===== src/rtl/tonegen_pkg.sv =====
package tonegen_pkg;

  typedef enum logic [1:0] {
    PRE_BY1  = 2'b00,
    PRE_BY2  = 2'b01,
    PRE_BY4  = 2'b10,
    PRE_BY12 = 2'b11
  } pre_code_e;

  localparam int unsigned RATIO_A = 1;
  localparam int unsigned RATIO_B = 2;
  localparam int unsigned RATIO_C = 4;
  localparam int unsigned RATIO_D = 12;
  localparam int unsigned PRE_CW  = $clog2(RATIO_D);

  // Index of the last master cycle inside one tick.
  function automatic logic [PRE_CW-1:0] pre_last(input pre_code_e code);
    case (code)
      PRE_BY1: return PRE_CW'(RATIO_A - 1);
      PRE_BY2: return PRE_CW'(RATIO_B - 1);
      PRE_BY4: return PRE_CW'(RATIO_C - 1);
      default: return PRE_CW'(RATIO_D - 1);
    endcase
  endfunction

endpackage


===== src/rtl/tg_prescaler.sv =====
module tg_prescaler
  import tonegen_pkg::*;
(
  input  logic      clk,
  input  logic      rst_n,
  input  pre_code_e code,
  output logic      tick
);

  logic [PRE_CW-1:0] div_q;
  logic [PRE_CW-1:0] last;

  assign last = pre_last(code);
  assign tick = (div_q >= last);

  always_ff @(posedge clk or negedge rst_n) begin
    if (!rst_n)    div_q <= '0;
    else if (tick) div_q <= '0;
    else           div_q <= div_q + 1'b1;
  end

  // a tick restarts the cycle count
  assert_tick_restart_R1: assert property (@(posedge clk) disable iff (!rst_n)
    tick |=> div_q == '0);

  // between ticks the count steps by one
  assert_count_step_R1: assert property (@(posedge clk) disable iff (!rst_n)
    !tick |=> div_q == PRE_CW'($past(div_q) + 1'b1));

endmodule


===== src/rtl/tg_cfg_shadow.sv =====
module tg_cfg_shadow
  import tonegen_pkg::*;
#(
  parameter int unsigned CNT_W = 15
) (
  input  logic             clk,
  input  logic             rst_n,
  input  logic             load,
  input  logic [1:0]       new_code,
  input  logic [CNT_W-1:0] new_lo,
  output pre_code_e        act_code,
  output logic [CNT_W-1:0] act_lo
);

  always_ff @(posedge clk or negedge rst_n) begin
    if (!rst_n) begin
      act_code <= PRE_BY1;
      act_lo   <= '0;
    end else if (load) begin
      act_code <= pre_code_e'(new_code);
      act_lo   <= new_lo;
    end
  end

  // the active settings move only at a period boundary
  assert_cfg_hold_R6: assert property (@(posedge clk) disable iff (!rst_n)
    !load |=> $stable(act_code) && $stable(act_lo));

endmodule


===== src/rtl/tg_phase_timer.sv =====
module tg_phase_timer #(
  parameter int unsigned CNT_W = 15
) (
  input  logic             clk,
  input  logic             rst_n,
  input  logic             tick,
  input  logic [CNT_W-1:0] nxt_hi,
  input  logic [CNT_W-1:0] nxt_lo,
  input  logic [CNT_W-1:0] act_lo,
  output logic             load,
  output logic             tone
);

  localparam logic [CNT_W-1:0] ONE = CNT_W'(1);

  logic             flat_q;
  logic             in_high_q;
  logic             tone_q;
  logic [CNT_W-1:0] left_q;
  logic             last_tick;
  logic             nxt_run;
  logic             nxt_flat_hi;

  assign last_tick   = (left_q == ONE);
  assign load        = tick && (flat_q || (!in_high_q && last_tick));
  assign nxt_run     = (nxt_hi != '0) && (nxt_lo != '0);
  assign nxt_flat_hi = (nxt_hi != '0) && (nxt_lo == '0);
  assign tone        = tone_q;

  always_ff @(posedge clk or negedge rst_n) begin
    if (!rst_n) begin
      flat_q    <= 1'b1;
      in_high_q <= 1'b0;
      tone_q    <= 1'b0;
      left_q    <= '0;
    end else if (load) begin
      if (nxt_run) begin
        flat_q    <= 1'b0;
        in_high_q <= 1'b1;
        left_q    <= nxt_hi;
        tone_q    <= 1'b1;
      end else begin
        flat_q    <= 1'b1;
        in_high_q <= 1'b0;
        left_q    <= '0;
        tone_q    <= nxt_flat_hi;
      end
    end else if (tick) begin
      if (last_tick) begin
        in_high_q <= 1'b0;
        left_q    <= act_lo;
        tone_q    <= 1'b0;
      end else begin
        left_q    <= left_q - ONE;
      end
    end
  end

  // the line moves only on a tick, never between ticks
  assert_edge_on_tick_R6: assert property (@(posedge clk) disable iff (!rst_n)
    !tick |=> $stable(tone_q));

  // an oscillating phase never holds an empty count
  assert_run_nonzero_R2: assert property (@(posedge clk) disable iff (!rst_n)
    !flat_q |-> left_q != '0);

  // a flat line stays put until the next boundary
  assert_flat_steady_R5: assert property (@(posedge clk) disable iff (!rst_n)
    (flat_q && !load) |=> $stable(tone_q));

endmodule


===== src/rtl/lnb_tone_gen.sv =====
module lnb_tone_gen
  import tonegen_pkg::*;
#(
  parameter int unsigned CNT_W = 15
) (
  input  logic             clk,
  input  logic             rst_n,
  input  logic [1:0]       pre_sel,
  input  logic [CNT_W-1:0] hi_len,
  input  logic [CNT_W-1:0] lo_len,
  input  logic             supply_sel,
  output logic             tone_out,
  output logic             supply_out
);

  pre_code_e        act_code;
  logic [CNT_W-1:0] act_lo;
  logic             tick;
  logic             load;
  logic             supply_q;

  tg_prescaler u_pre (
    .clk   (clk),
    .rst_n (rst_n),
    .code  (act_code),
    .tick  (tick)
  );

  tg_cfg_shadow #(.CNT_W(CNT_W)) u_cfg (
    .clk      (clk),
    .rst_n    (rst_n),
    .load     (load),
    .new_code (pre_sel),
    .new_lo   (lo_len),
    .act_code (act_code),
    .act_lo   (act_lo)
  );

  tg_phase_timer #(.CNT_W(CNT_W)) u_tmr (
    .clk    (clk),
    .rst_n  (rst_n),
    .tick   (tick),
    .nxt_hi (hi_len),
    .nxt_lo (lo_len),
    .act_lo (act_lo),
    .load   (load),
    .tone   (tone_out)
  );

  always_ff @(posedge clk or negedge rst_n) begin
    if (!rst_n) supply_q <= 1'b0;
    else        supply_q <= supply_sel;
  end
  assign supply_out = supply_q;

  // reset holds both outputs low
  assert_reset_quiet_R3: assert property (@(posedge clk)
    !rst_n |-> !tone_out && !supply_out);

  // supply select follows its request one clock later
  assert_supply_follow_R7: assert property (@(posedge clk) disable iff (!rst_n)
    $past(rst_n) |-> supply_out == $past(supply_sel));

endmodule


===== config.mk =====
export PLATFORM = sky130hd
export DESIGN_NAME = lnb_tone_gen
export DESIGN_NICKNAME = d
export VERILOG_FILES = /design/src/rtl/tonegen_pkg.sv /design/src/rtl/tg_prescaler.sv /design/src/rtl/tg_cfg_shadow.sv /design/src/rtl/tg_phase_timer.sv /design/src/rtl/lnb_tone_gen.sv
export SDC_FILE = /design/constraint.sdc
export NUM_CORES = 1
export LEC_CHECK = 0
export ABC_AREA = 1
export BUFFER_PORTS_ARGS = -buffer_cell sky130_fd_sc_hd__buf_2
export CAP_MARGIN = 20
export CORE_MARGIN = 5
export CORE_UTILIZATION = 43
export DETAILED_ROUTE_END_ITERATION = 6
export GPL_TIMING_DRIVEN = 1
export PLACE_DENSITY = 0.73
export SYNTH_ARGS = -nofsm -noshare
export SYNTH_HDL_FRONTEND = slang
export SYNTH_SLANG_ARGS = --single-unit

===== constraint.sdc =====
create_clock -name clk -period 3.7 [get_ports clk]
set_input_delay 0.37 -clock clk [delete_from_list [all_inputs] [get_ports clk]]
set_output_delay 0.37 -clock clk [all_outputs]
set_load 0.01 [all_outputs]

==> results of run 1 <==
-- cell families (layout without fill, tap and decap cells) --
family	after synthesis	count (layout)	synth area share [%]
adder cells (fa/ha/maj)	6	6	2.82
AO/OA/AOI/OAI	32	32	6.16
XOR/XNOR	8	8	2.63
buffers and inverters	49	83	9.96
flip-flops	40	40	37.6
AND/OR/NAND/NOR	235	235	40.8
-- power by group --
part | leakage, nW | total (mW) | switching (mW) | internal [mW]
clock | 0.0552 | 0.353 | 0.152 | 0.200
sequential | 0.456 | 0.611 | 0.0883 | 0.523
combinational | 1.04 | 0.681 | 0.439 | 0.241
total | 1.55 | 1.64 | 0.680 | 0.964
-- Yosys cell counts, drive strengths merged --
master	n
nand2	134
nor2	58
dfrtp	39
inv	38
nand3	34
a21oi	19
o21ai	13
buf	9
xor2	7
ha	6
or2	6
nand4	2
clkbuf	1
clkinv	1
dfstp	1
nand3b	1
xnor2	1
-- path summary, 6_finish.rpt --
path	endpoint	slack, ps	depth (start not counted)
max	u_cfg.act_lo[8]	1290	8
min	supply_out	180	1
max reg2reg	u_cfg.act_lo[8]	1290	8
min reg2reg	u_cfg.act_lo[0]	480	2
max in group asynchronous	u_cfg.act_lo[11]	2930	1
min in group asynchronous	u_pre.div_q[3]	200	1
-- critical path, delay by kind of cell (launching register included) --
family	cells	cell delay [ps]
AOI/OAI and AO/OA	1	70
buffers and inverters	1	220
and+or+nand+nor	5	1320
DFF	1	390
adders and majority gates	1	280
-- metal layers --
layer	track usage [%]	part of all wire [%]	up-vias
met4	5.77	2.2	0
met3	2.61	4.7	9
li1	-	-	1213
met5	0	0	-
met2	26.7	46	52
met1	22.0	47	1095
-- cell type report --
type / count / area (sq um) / area share (%)
timing repair buffer: 36 / 180 / 6.14
multi-input combinational: 281 / 1400 / 47.6
clock inverter: 2 / 35.0 / 1.19
clock buffer: 6 / 72.6 / 2.47
sequential: 40 / 1000 / 34.2
inverter: 39 / 154 / 5.25
tap: 75 / 93.8 / 3.20
-- flip-flops by register name, indices dropped and copies added, names as in the netlist --
signal and cells:
u_cfg.act_lo 15, u_pre.div_q 4, u_tmr.left_q 15, u_tmr.tone 1
u_tmr.in_high_q 1, u_cfg.act_code 2, supply_out 1, u_tmr.flat_q 1
==> results by group, run 1 <==
Synthesis
  – Area leader, netlist: dfrtp_1
  – FF+latch count, synth: 40
  – Cell variety after synth: 30
  – Synth Instances: 370
  – Yosys top cell area share: 36.7%
  – Yosys warning count: 0
  – Seq/Total Area, Yosys: between 30% and 40%
  – Main area contributors after synthesis: dfrtp_1, nand2_1, nor2_1
  – Net Count, Synth: 411
  – Mapped Area: 2660 sq um
  – Mean Syn Cell Area: slightly above 7 sq um

Critical path
  – Critical-path cell list: or2_2 -> ha_1 -> nand3_1 -> nand3_2 -> nand2_8 -> clkinv_4 -> nand2_1 -> o21ai_0
  – Critical Path Slowest Stage Cell: nand3_2
  – Setup Crit Path Kind: reg -> reg
  – Biggest cell delay along the critical path: approximately 420 ps
  – Worst R2R Start: u_cfg.act_code[1]
  – Required time worst endpoint: roughly 3900 ps
  – Worst EP arrival: ~2600 ps
  – Worst-path maximum fanout: 36
  – Nature of the critical path endpoint: flip-flop
  – CP startpoint kind: flip-flop
  – Setup crit start: u_cfg.act_code[1]

Finish
  – Final Instance Area: 2930 sq um
  – FILL cells: roughly 620
  – Fin util: 49.2%
  – # nets final: between 400 and 500
  – Final cell count without fillers: between 400 and 500
  – Antenna diodes: 0
  – Most common cell after layout, fill and taps aside: nand2_1
  – Most frequent cells in the layout: nand2_1, nor2_1, dfrtp_1
  – Layout cells sized above 1: 19.8%
  – Synthesis-to-layout area growth: 10.2%

Detailed routing
  – Post-Route WL: 6.01 mm
  – Via count: between 2,000 and 2,500
  – DRC: 0
  – Drt wl/cell: between 10 and 15 um
  – DR pass1 iterations: 4
  – Initial drt markers: 142
  – ANT nets after route: 0
  – Via density: about 4.9

Run
  – Reported max-cap violation count: 0

Power
  – Total power: around 1.6 mW
  – Pleak: between 1.5 and 2 nW
  – Power Dens Cells: ~560 nW/um^2
  – Peak VDD IR: between 200 and 300 uV

Clock network
  – Max Root-Sink Buffers: 2
  – Sink Count: 40
  – Post-CTS Resized: 0
  – H-tree levels: 2
  – Clock transition at path regs: approximately 80 ps
  – Postcts setup bufs: 0
  – Clock Tree Root: clkbuf_8
  – Worst-Skew Late Latency: between 200 and 300 ps
  – CTS Hold Buffers Added: 0
  – CTS tree: done
  – CTS buffer count: 5

Timing
  – Slew @ Worst Pin: approximately 900 ps
  – Fin Hold WS: 180 ps
  – Worst Skew: ~3.4 ps
  – Fin crit share: approximately two thirds
  – Worst rel slew slack: about two fifths
  – Final Worst Setup Slack: between 1000 and 1500 ps
  – Slew Viols, Final: 0
  – Setup violations, final: 0
  – TNS Setup: 0 ps
  – RSZ-0062 raised after global routing: false
  – Endpoints failing hold: 0
  – Highest Clock Rate: ~410 MHz
  – Tmin final: between 2000 and 2500 ps

Place
  – Routability cong.: 0.916
  – Dpl ws: roughly 1300 ps
  – Total placed cells including tap cells: 471
  – Post-DP HPWL: ~4.4 mm
  – Area after DPL: 2830 sq um
  – Buffers on Ports: 36

Die
  – Die area: ~7900 sq um
  – Initial core utilization: between 40% and 50%
  – Core box area: approximately 6000 sq um
  – I/O Pins: 37
  – Rows: 28
  – Die height: approximately 89 um
  – Die width: 88.7 um

Global route
  – Largest net degree at the start of global routing: 41
  – Grt total ovfl: 0
  – GRT Util Overall: between 10% and 20%
  – First-pass GRT wire length: about 10 mm
  – Vias in the first global route: between 2,000 and 2,500
  – Initial antenna violation count: 0

Outcome
  – Status: finished, final reports clean

Worst hold path
  – HP Class: in -> reg
  – Hold Crit Start: supply_sel
(Power assumes the default switching activity.)
==> run 2: changes to the inputs <==
==> constraint.sdc (replaced) <==
create_clock -name clk -period 2.49 [get_ports clk]
set_input_delay 0.249 -clock clk [delete_from_list [all_inputs] [get_ports clk]]
set_output_delay 0.249 -clock clk [all_outputs]
set_load 0.01 [all_outputs]
==> run 2 against run 1 <==
Effect of this change:
- global-route usage rose by 0.36 points
- highest routed layer unchanged
- critical path type unchanged
- setup slack got worse by 770 ps
- register-to-register slack got worse by 770 ps
- sequential power rose by 48%
- final cell count rose by 0.21%
- routed wire length rose by 1.2%
- largest power group unchanged
- fmax rose by 22%
==> results by group, run 2 (synthesis gave the netlist of run 1 again) <==
Outcome
  – Status: finished, final reports clean

Global route
  – Grt total ovfl: 0
  – Vias in the first global route: roughly 2,200
  – First-pass GRT wire length: 10.3 mm
  – Initial antenna violation count: 0
  – GRT Util Overall: roughly 17%
  – Largest net degree at the start of global routing: 41

Die
  – Die height: about 89 um
  – Rows: 28
  – Core box area: roughly 6000 sq um
  – Die width: roughly 89 um
  – I/O Pins: 37
  – Initial core utilization: about 45%
  – Die area: 7870 sq um

Place
  – Total placed cells including tap cells: 472
  – Area after DPL: between 2000 and 3000 sq um
  – Dpl ws: 515 ps
  – Post-DP HPWL: roughly 4.6 mm
  – Routability cong.: 0.846
  – Buffers on Ports: 36

Critical path
  – Required time worst endpoint: approximately 2700 ps
  – Reg2reg end: u_tmr.left_q[10]
  – CP startpoint kind: flip-flop
  – Worst R2R Start: u_cfg.act_code[1]
  – Critical-path cell list: or2_2 -> ha_1 -> nand3_1 -> nand3_2 -> buf_4 -> inv_4 -> a21oi_1 -> a21oi_1
  – Setup Crit Path Kind: reg -> reg
  – Worst-path maximum fanout: 19
  – R2R cell count: 8
  – CP most frequent cell: a21oi_1
  – Critical Path Slowest Stage Cell: dfrtp_1
  – R2R Setup Slk: ~510 ps
  – Setup crit start: u_cfg.act_code[1]
  – Biggest cell delay along the critical path: 390 ps
  – Worst EP arrival: ~2200 ps
  – Nature of the critical path endpoint: flip-flop

Power
  – Sw power: just over 1 mW
  – Power Dens Cells: ~800 nW/um^2
  – Seq pwr share: 38.0%
  – Clock power frac: a little under a fifth
  – Sw Ratio: between 40% and 50%
  – Peak VDD IR: 436 uV
  – Combinational Power Share: 43.9%
  – Pint: 1.35 mW
  – Pleak: ~1.5 nW

Finish
  – Fin util: between 40 and 50%
  – # nets final: between 400 and 500
  – Final Instance Area: between 2000 and 3000 sq um
  – Biggest regs: u_cfg.act_lo: 15 flops, u_tmr.left_q: 15 flops, u_pre.div_q: 4 flops
  – Synthesis-to-layout area growth: 9.73%
  – Antenna diodes: 0
  – Most common cell after layout, fill and taps aside: nand2_1
  – Most frequent cells in the layout: nand2_1, nor2_1, dfrtp_1
  – FILL cells: 604
  – Final cell count without fillers: 480
  – Layout cells sized above 1: between 20% and 30%

Clock network
  – Clock Tree Root: clkbuf_8
  – Sink Count: 40
  – CTS Hold Buffers Added: 0
  – CTS tree: done
  – Clock transition at path regs: about 80 ps
  – Max Root-Sink Buffers: 2
  – H-tree levels: 2
  – Postcts setup bufs: 0
  – CTS buffer count: 5
  – Post-CTS Resized: 0
  – Worst-Skew Late Latency: between 200 and 300 ps

Detailed routing
  – DRC: 0
  – Via density: a little under 5
  – DR pass1 iterations: 4
  – WL met2: 2.95 mm
  – Post-Route WL: approximately 6 mm
  – Routed wl met3: 228 um
  – Drt wl/cell: approximately 13 um
  – Top sig layer: met4
  – Initial drt markers: between 150 and 200
  – Via count: 2,341
  – ANT nets after route: 0
  – Met1 wire length: between 2 and 3 mm

Run
  – Reported max-cap violation count: 0

Worst hold path
  – Hold Crit Start: supply_sel
  – Hold EP: supply_out
  – HP Class: in -> reg
  – Depth of the worst hold-timing path: 1

Timing
  – Slew Viols, Final: 0
  – RSZ-0062 raised after global routing: false
  – Fin crit share: about 79%
  – Tmin final: 1980 ps
  – Highest Clock Rate: between 500 and 600 MHz
  – Slew @ Worst Pin: approximately 900 ps
  – Endpoints failing hold: 0
  – Worst rel slew slack: between 40% and 50%
  – Setup violations, final: 0
  – Worst Skew: between 4 and 5 ps
  – Final Worst Setup Slack: 514 ps
  – TNS Setup: 0 ps
run 2: worst max-delay path, delay by kind of cell, from the launching register on:
family / cells / cell delay (ps)
compound gates: 2 / 250
fa+ha+maj: 1 / 270
buf+inv: 2 / 420
flops: 1 / 390
simple gates: 3 / 520
run 2: cell type report:
cell class	count	area (sq um)	share of cell area, %
flip-flops and latches	40	1000	34.3
clock buffers	6	72.6	2.48
inverters	39	154	5.27
multi-input cells	281	1400	47.8
well taps	75	93.8	3.21
repair buffers	37	188	6.42
clock inverters	2	16.3	0.557
run 2: power by group through the flow:
stage / Combinational, mW / Sequential, mW / Clock (mW)
after global routing: 1.18 / 0.928 / 0.470
after detailed placement: 1.04 / 0.917 / 0
after global placement: 1.02 / 0.910 / 0
after CTS: 1.05 / 0.905 / 0.441
final: 1.05 / 0.906 / 0.433
after floorplan: 0.853 / 0.882 / 0
run 2: worst max-delay path by stage:
stage,depth (start not counted),end,slack (ps)
after global placement,8,u_tmr.left_q[10],560
after floorplan,9,u_tmr.left_q[10],740
after global routing,11,u_tmr.in_high_q,380
after detailed placement,8,u_tmr.left_q[10],520
after CTS,8,u_tmr.left_q[10],500
final,8,u_tmr.left_q[10],510
run 2: stage by stage:
step                      power [mW]  hold slack (ps)
after floorplan                 1.74            -46.6
after global placement          1.93              358
after detailed placement        1.96              365
after CTS                       2.39             56.7
after global routing            2.58             53.5
final                           2.39             60.6
run 2: routing by layer:
| layer | global-route usage (%) | vias up |
|---|---|---|
| li1 | - | 1212 |
| met3 | 2.23 | 5 |
| met5 | 0 | - |
| met2 | 27.2 | 45 |
| met4 | 4.95 | 0 |
| met1 | 23.3 | 1079 |
